File: src/rtl/pfail_pkg.sv
package pfail_pkg;

   typedef enum logic [2:0] {
      ST_SETTLE  = 3'd0,
      ST_RUN     = 3'd1,
      ST_CLR     = 3'd2,
      ST_HIZ     = 3'd3,
      ST_RETRACT = 3'd4,
      ST_BWAIT   = 3'd5,
      ST_PARKED  = 3'd6
   } pf_state_e;

   typedef struct packed {
      logic drv_en;
      logic regs_clr;
      logic spin_hiz;
      logic retract;
      logic brake;
   } pf_ctl_t;

endpackage

File: src/rtl/pfail_sync.sv
module pfail_sync #(
   parameter int STAGES = 2
) (
   input  logic clk,
   input  logic rst_n,
   input  logic d_in,
   output logic q_out
);
   generate
      if (STAGES == 0) begin : g_bypass
         assign q_out = d_in;
      end else begin : g_chain
         logic [STAGES-1:0] chain_q;
         always_ff @(posedge clk or negedge rst_n) begin
            if (!rst_n) chain_q <= '0;
            else if (STAGES == 1) chain_q <= d_in;
            else chain_q <= {chain_q[STAGES-2:0], d_in};
         end
         assign q_out = chain_q[STAGES-1];
      end
   endgenerate
endmodule

File: src/rtl/pfail_timer.sv
module pfail_timer #(
   parameter int W = 8
) (
   input  logic         clk,
   input  logic         rst_n,
   input  logic         clr,
   input  logic         inc,
   output logic [W-1:0] cnt
);
   always_ff @(posedge clk or negedge rst_n) begin
      if (!rst_n)   cnt <= '0;
      else if (clr) cnt <= '0;
      else if (inc) cnt <= cnt + 1'b1;
   end
endmodule

File: src/rtl/pfail_outdec.sv
module pfail_outdec
   import pfail_pkg::*;
(
   input  pf_state_e state,
   output pf_ctl_t   ctl
);
   always_comb begin
      ctl = '{drv_en: 1'b0, regs_clr: 1'b1, spin_hiz: 1'b1, retract: 1'b0, brake: 1'b0};
      case (state)
         ST_SETTLE:  ctl = '{drv_en: 1'b0, regs_clr: 1'b1, spin_hiz: 1'b1, retract: 1'b0, brake: 1'b0};
         ST_RUN:     ctl = '{drv_en: 1'b1, regs_clr: 1'b0, spin_hiz: 1'b0, retract: 1'b0, brake: 1'b0};
         ST_CLR:     ctl = '{drv_en: 1'b0, regs_clr: 1'b1, spin_hiz: 1'b0, retract: 1'b0, brake: 1'b0};
         ST_HIZ:     ctl = '{drv_en: 1'b0, regs_clr: 1'b1, spin_hiz: 1'b1, retract: 1'b0, brake: 1'b0};
         ST_RETRACT,
         ST_BWAIT:   ctl = '{drv_en: 1'b0, regs_clr: 1'b1, spin_hiz: 1'b1, retract: 1'b1, brake: 1'b0};
         ST_PARKED:  ctl = '{drv_en: 1'b0, regs_clr: 1'b1, spin_hiz: 1'b1, retract: 1'b1, brake: 1'b1};
         default:    ;
      endcase
   end
endmodule

File: src/rtl/pfail_seq.sv
module pfail_seq
   import pfail_pkg::*;
#(
   parameter int SYNC_STAGES = 2,
   parameter int SETTLE_CYC  = 16,
   parameter int RETRACT_CYC = 8,
   parameter int BRAKE_DLY   = 12
) (
   input  logic clk,
   input  logic rst_n,
   input  logic supply_good,
   output logic drv_en,
   output logic regs_clr,
   output logic spin_hiz,
   output logic retract,
   output logic brake
);
   localparam int MAX_A   = (SETTLE_CYC > RETRACT_CYC) ? SETTLE_CYC : RETRACT_CYC;
   localparam int MAX_LEN = (MAX_A > BRAKE_DLY) ? MAX_A : BRAKE_DLY;
   localparam int CNT_W   = $clog2(MAX_LEN + 1);
   localparam logic [CNT_W-1:0] SETTLE_LAST = CNT_W'(SETTLE_CYC - 1);
   localparam logic [CNT_W-1:0] RET_LAST    = CNT_W'(RETRACT_CYC - 1);
   localparam logic [CNT_W-1:0] BRK_LAST    = CNT_W'(BRAKE_DLY - 1);

   generate
      if (SYNC_STAGES < 0) begin : g_bad_sync
         $error("pfail_seq: SYNC_STAGES must be non-negative");
      end
      if (SETTLE_CYC < 1 || RETRACT_CYC < 1 || BRAKE_DLY < 1) begin : g_bad_len
         $error("pfail_seq: every step length must be at least one cycle");
      end
   endgenerate

   logic             ok_s;
   logic             tmr_clr, tmr_inc;
   logic [CNT_W-1:0] tmr_cnt;
   pf_state_e        state_q, state_d;
   pf_ctl_t          ctl;

   pfail_sync #(.STAGES(SYNC_STAGES)) i_sync (
      .clk(clk), .rst_n(rst_n), .d_in(supply_good), .q_out(ok_s)
   );

   pfail_timer #(.W(CNT_W)) i_timer (
      .clk(clk), .rst_n(rst_n), .clr(tmr_clr), .inc(tmr_inc), .cnt(tmr_cnt)
   );

   always_comb begin
      state_d = state_q;
      tmr_clr = 1'b0;
      tmr_inc = 1'b0;
      case (state_q)
         ST_SETTLE, ST_PARKED: begin
            if (!ok_s) begin
               tmr_clr = 1'b1;
            end else if (tmr_cnt == SETTLE_LAST) begin
               state_d = ST_RUN;
               tmr_clr = 1'b1;
            end else begin
               tmr_inc = 1'b1;
            end
         end
         ST_RUN: begin
            tmr_clr = 1'b1;
            if (!ok_s) state_d = ST_CLR;
         end
         ST_CLR: begin
            tmr_clr = 1'b1;
            state_d = ST_HIZ;
         end
         ST_HIZ: begin
            tmr_clr = 1'b1;
            state_d = ST_RETRACT;
         end
         ST_RETRACT: begin
            if (tmr_cnt == RET_LAST) begin
               state_d = ST_BWAIT;
               tmr_clr = 1'b1;
            end else begin
               tmr_inc = 1'b1;
            end
         end
         ST_BWAIT: begin
            if (tmr_cnt == BRK_LAST) begin
               state_d = ST_PARKED;
               tmr_clr = 1'b1;
            end else begin
               tmr_inc = 1'b1;
            end
         end
         default: begin
            state_d = ST_CLR;
            tmr_clr = 1'b1;
         end
      endcase
   end

   always_ff @(posedge clk or negedge rst_n) begin
      if (!rst_n) state_q <= ST_SETTLE;
      else        state_q <= state_d;
   end

   pfail_outdec i_outdec (.state(state_q), .ctl(ctl));

   assign drv_en   = ctl.drv_en;
   assign regs_clr = ctl.regs_clr;
   assign spin_hiz = ctl.spin_hiz;
   assign retract  = ctl.retract;
   assign brake    = ctl.brake;

endmodule

File: config.mk
export PLATFORM = sky130hd
export DESIGN_NAME = pfail_seq
export DESIGN_NICKNAME = d
export VERILOG_FILES = /design/src/rtl/pfail_pkg.sv /design/src/rtl/pfail_sync.sv /design/src/rtl/pfail_timer.sv /design/src/rtl/pfail_outdec.sv /design/src/rtl/pfail_seq.sv
export SDC_FILE = /design/constraint.sdc
export NUM_CORES = 1
export LEC_CHECK = 0
export ABC_AREA = 0
export BUFFER_PORTS_ARGS = -buffer_cell sky130_fd_sc_hd__buf_2
export CAP_MARGIN = 20
export CORE_AREA = 2 2 39 41
export CTS_BUF_LIST = sky130_fd_sc_hd__clkbuf_8
export DETAILED_ROUTE_END_ITERATION = 7
export DIE_AREA = 0 0 41 43
export PLACE_DENSITY_LB_ADDON = 0.1
export SYNTH_ARGS = -nofsm -noshare
export SYNTH_HDL_FRONTEND = slang
export SYNTH_SLANG_ARGS = --single-unit
File: constraint.sdc
create_clock -name clk -period 2.8 [get_ports clk]
set_clock_uncertainty 0.2 [all_clocks]
set_input_delay 0.14 -clock clk [delete_from_list [all_inputs] [get_ports clk]]
set_output_delay 0.14 -clock clk [all_outputs]
set_load 0.01 [all_outputs]
-- Yosys cells after proc, flatten, opt, wreduce, memory -nomap -nowiden
Index checks and enable logic that the tools add are counted.
- input port bits: 3
- word-level logic and storage cells: 42
- register bits: 10
- add/subtract/negate cells: 1
- reductions and logical operators: 5
- multiplexer cells: 19
- equal/unequal tests: 14
- operators by type and width (kind ; number):
    case mux 5 bit (4 select lines) ; 1
    case mux 3 bit (6 select lines) ; 1
    2-to-1 mux 3 bit ; 5
    equality test 5 x 4 -> 1 bit, second input constant ; 2
    2-to-1 mux 5 bit ; 2
    equality test 3 bit, second input constant ; 3
    2-to-1 mux 1 bit ; 8
    != test 2 bit, second input constant ; 4
    equality test 3 x 2 -> 1 bit, second input constant ; 2
    case mux 1 bit (3 select lines) ; 2
    adder 5 x 1 -> 5 bit, second input constant ; 1
    equality test 5 x 3 -> 1 bit, second input constant ; 1
    AND reduction 5 bit ; 1
    OR reduction 2 bit ; 2
    equality test 3 x 1 -> 1 bit, second input constant ; 1
    logical NOT 3 bit ; 1
    != test 2 x 1 -> 1 bit, second input constant ; 1
    nonzero test 2 bit ; 1

-- Logic depth before layout (Yosys ltp)
- depth in word-level cells: 6
- gate-level depth with buffers: 6
- depth with buffers taken out: 6

-- Cells and area by module
From an unflattened synthesis, not the netlist that was laid out.
- cell total of the unflattened synthesis: 85
- area total of the unflattened synthesis: 782.0 µm²
- modules (own cells, without submodules) (module ; instances ; cells an instance ; area an instance (µm²)):
    pfail_seq ; 1 ; 55 ; 434.2
    pfail_timer ; 1 ; 22 ; 252.7
    pfail_sync ; 1 ; 2 ; 50.0
    pfail_outdec ; 1 ; 6 ; 45.0

-- Worst setup path after synthesis
Ideal clock, no wire load.
- kind: register -> register
- start point: register i_timer.cnt[0]
- end point: register i_timer.cnt[0]
- arrival time: 1.400 ns
- stages on the path, launching flop included: 7
- library setup time: 0.078 ns
- path buffers: 0
- setup slack: 1.123 ns
- data required time: 2.522 ns
- clock period less this slack: 1.677 ns
- path through: dfrtp_1 ha_1 and3_2 ha_1 nor2_1 nand3_1 a21oi_1
- cells in the longest elaborated chain, start to end: 5
- elaborated cells between the ends (all ways): 17
- classes of those cells: add/sub: 1; eq/ne: 3; mux: 12; reduce/logical: 1
- RTL lines (what ; RTL line ; source):
    start: declaration ; pfail_timer.sv:8 ; output logic [W-1:0] cnt
    start signal: assignment ; pfail_timer.sv:13 ; else if (inc) cnt <= cnt + 1'b1;
    equality test 5 x 4 -> 1 bit ; pfail_seq.sv:56 ; end else if (tmr_cnt == SETTLE_LAST) begin
    2-to-1 mux 1 bit ; pfail_seq.sv:56 ;
    2-to-1 mux 1 bit ; pfail_seq.sv:54 ; if (!ok_s) begin
    case mux 1 bit (3 select lines) ; pfail_seq.sv:52 ; case (state_q)
    2-to-1 mux 5 bit / nonzero test 2 bit (equally long branches) ; - ;
Parallel ways exist; a longest one is shown, timed or not. The select of a mux whose other input is x is not followed.
A chain may end at the register's enable or synchronous reset.

-- Worst setup path in the final report
- start point: register i_timer.cnt[0]
- end point: register i_timer.cnt[1]
The elaborated chain is that of the path after synthesis.

==> metrics <==
outcome=completed; Final Hold Vio Count=0; Leak Pwr=approximately 0.00030 uW; post-CTS resize count=0; Starting Density=between 40% and 50%; post-route ant nets=0; synth warn=0; VDD IR-drop max=0.000490 V; RSZ-0062 raised after global routing=no; average size of a mapped cell=10.2 um^2; Hold Path Class=input port to asynchronous set/reset pin; share of post-route cells with drive strength above 1=between 20% and 30%; Routed WL per cell=11.8 um; placed cells=75; Reg2Reg Setup Slack=0.97 ns; crit path to=i_timer.cnt[1]; shortest period the worst path allows=1.83 ns; top cell type's share of synthesized area=44.6%; WHS=0.0921 ns; synth top area cells=dfrtp_1 45%, a21oi_1 7.1%, ha_1 4.5%; Final Core Density=between 40% and 50%; CTS tree=done; fillcell total=128; Die H=43 um; worst setup margin=about 0.97 ns; Antenna Cells=0; FMAX=~0.55 GHz; grt ovf=0; first-pass GRT wire length=between 1 and 1.5 mm; RePlAce Congestion=0.701; Vias/cell=roughly 5.2; DRT Pass-1 Iters=4; Syn Inst Count=55; Setup CP Type=flip-flop to flip-flop; number of synthesized flops with an enable pin=0; setup TNS=0 ns; Final #Nets=71; num rows=14; pin count of the biggest net entering global routing=12; dominant cell type by area after synthesis=dfrtp_1; Finished Layout Cells=80; H-tree levels=1; ys flop type=dfrtp_1; post-synth cell types=24; Setup crit end kind=flip-flop; Root Buffer Master=clkbuf_8; Rel. slew slack=74.4%; top cell types by occurrence after synthesis=10 x dfrtp_1, 8 x a21oi_1, 4 x inv_1, 4 x nand2_1; Num CTS Buffers=3; worst skew pair latency=0.23 ns; Net Count, Synth=60; initial antenna violation count=0; pre-CTS setup slack=about 0.98 ns; final worst-path cycle share=65.4%; clk buf depth=2; Slew @ Worst Pin=0.384 ns; die area=~1800 um^2; post-DP HPWL=676 um; drt initial violations=6; total track usage=13.5%; drc violations=0; Total Routed Length=940 um; reg2reg start=i_timer.cnt[0]; Reg clk slew, reported paths=0.04 ns; Final Setup Violations=0; Top-Level Pins=8; Critical Path RT=around 2.8 ns; Worst Reg-to-Reg Cells=6; die width=41 um; sequential-to-total area share from yosys stat=44.6%; core area=1380 um^2; Syn-to-layout area delta=17.6%; Max-cap violations=0; worst path arrival time=1.78 ns; Power Density=996 nW/um^2; Port Buf Inserts=7; CP startpoint kind=flip-flop; Post-synth ARST share=100%; CP startpoint=i_timer.cnt[0]; clock sink count=10; synthesized cell area=561 um^2; Reg-to-Reg End=i_timer.cnt[1]; highest net fanout along the worst path=5; most common cell in the synthesized netlist=dfrtp_1; vias in the first global route=approximately 340; Final Max Tran Viols=0; flops & latches, synth=10; via count=416
==> critical path: stages, from the launching register on <==
cell and delay [ns]:
dfrtp_1 0.39, ha_1 0.26, and3_2 0.19, ha_1 0.22
nor2_1 0.13, nand3_1 0.18, a21boi_1 0.19
==> how the worst min path moves through the flow <==
stage,from,endpoint,slack [ns],cells past startpoint
floorplan,rst_n,i_sync.g_chain.chain_q[0],-0.36,0
global placement,rst_n,i_timer.cnt[4],-0.19,1
detailed placement,rst_n,i_timer.cnt[2],-0.19,1
CTS,rst_n,i_timer.cnt[2],0.1,2
global route,rst_n,i_timer.cnt[4],0.12,2
finish,rst_n,i_timer.cnt[2],0.09,2
==> per-layer routing <==
layer / up-vias / GRT usage (%) / wire length (um)
met5: - / 0 / 0
met2: 7 / 14.4 / 422
met3: 2 / 3.14 / 26
met1: 194 / 21.0 / 482
li1: 213 / - / -
met4: 0 / 12.0 / 9
==> flip-flops by register name, indices dropped and copies added (netlist names) <==
signal                  flops
i_timer.cnt                 5
state_q                     3
i_sync.g_chain.chain_q      2
==> what timing repair did <==
item,4_1_cts,5_1_grt
endpoints found under the hold margin,11,0
hold buffers,2,0
buffers inserted,0,0
==> layout by cell type, fill, tap and decap left out <==
cell type	synthesis	routed
o21ai_0	2	2
nand2_1	4	4
a21oi_1	8	8
buf_2	2	7
ha_1	2	2
o22a_1	1	1
nand3_1	2	2
o22ai_1	2	2
and3_1	1	1
and3_2	1	1
nand3b_1	1	1
inv_1	4	4
dfrtp_1	10	10
nand2b_1	2	2
and4bb_1	1	1
nor2_1	2	2
dlygate4sd3_1	0	2
clkbuf_8	0	3
a31o_2	1	1
xor2_1	2	2
xnor2_1	2	2
and4bb_4	1	1
o32a_4	1	1
a21boi_1	1	1
nor3b_2	1	1
==> kinds of logic (layout without fill, tap and decap cells) <==
group	count (synthesis)	count (layout)	share of synthesized area, %
AO/OA/AOI/OAI	16	16	19.6
XOR/XNOR	4	4	6.25
adder cells (fa/ha/maj)	2	2	4.46
buffers and inverters	7	16	5.80
flip-flops	10	10	44.6
AND/OR/NAND/NOR	16	16	19.2
==> layout make-up <==
type,count,area (um^2),area share (%)
Sequential cell,10,250,38.0
Timing Repair Buffer,9,55.1,8.35
Inverter,4,15.0,2.28
Clock buffer,3,41.3,6.26
Tap cell,16,20.0,3.04
Multi-Input combinational cell,38,278,42.1
==> power by group <==
part / total [uW] / internal [uW] / switching (uW) / leakage [uW]
combinational: 265 / 137 / 128 / 0.000145
sequential: 252 / 180 / 71.5 / 0.000129
clock: 140 / 93.3 / 46.4 / 0.0000216
total: 657 / 411 / 246 / 0.000296
==> per-stage QoR <==
stage / instance area (um^2) / power (uW)
2_1_floorplan: 561 / 461
3_3_place_gp: 598 / 522
3_5_place_dp: 598 / 519
4_1_cts: 659 / 666
5_1_grt: 659 / 720
6_report: 659 / 657
Note: power is estimated with default switching activity, not from simulation.
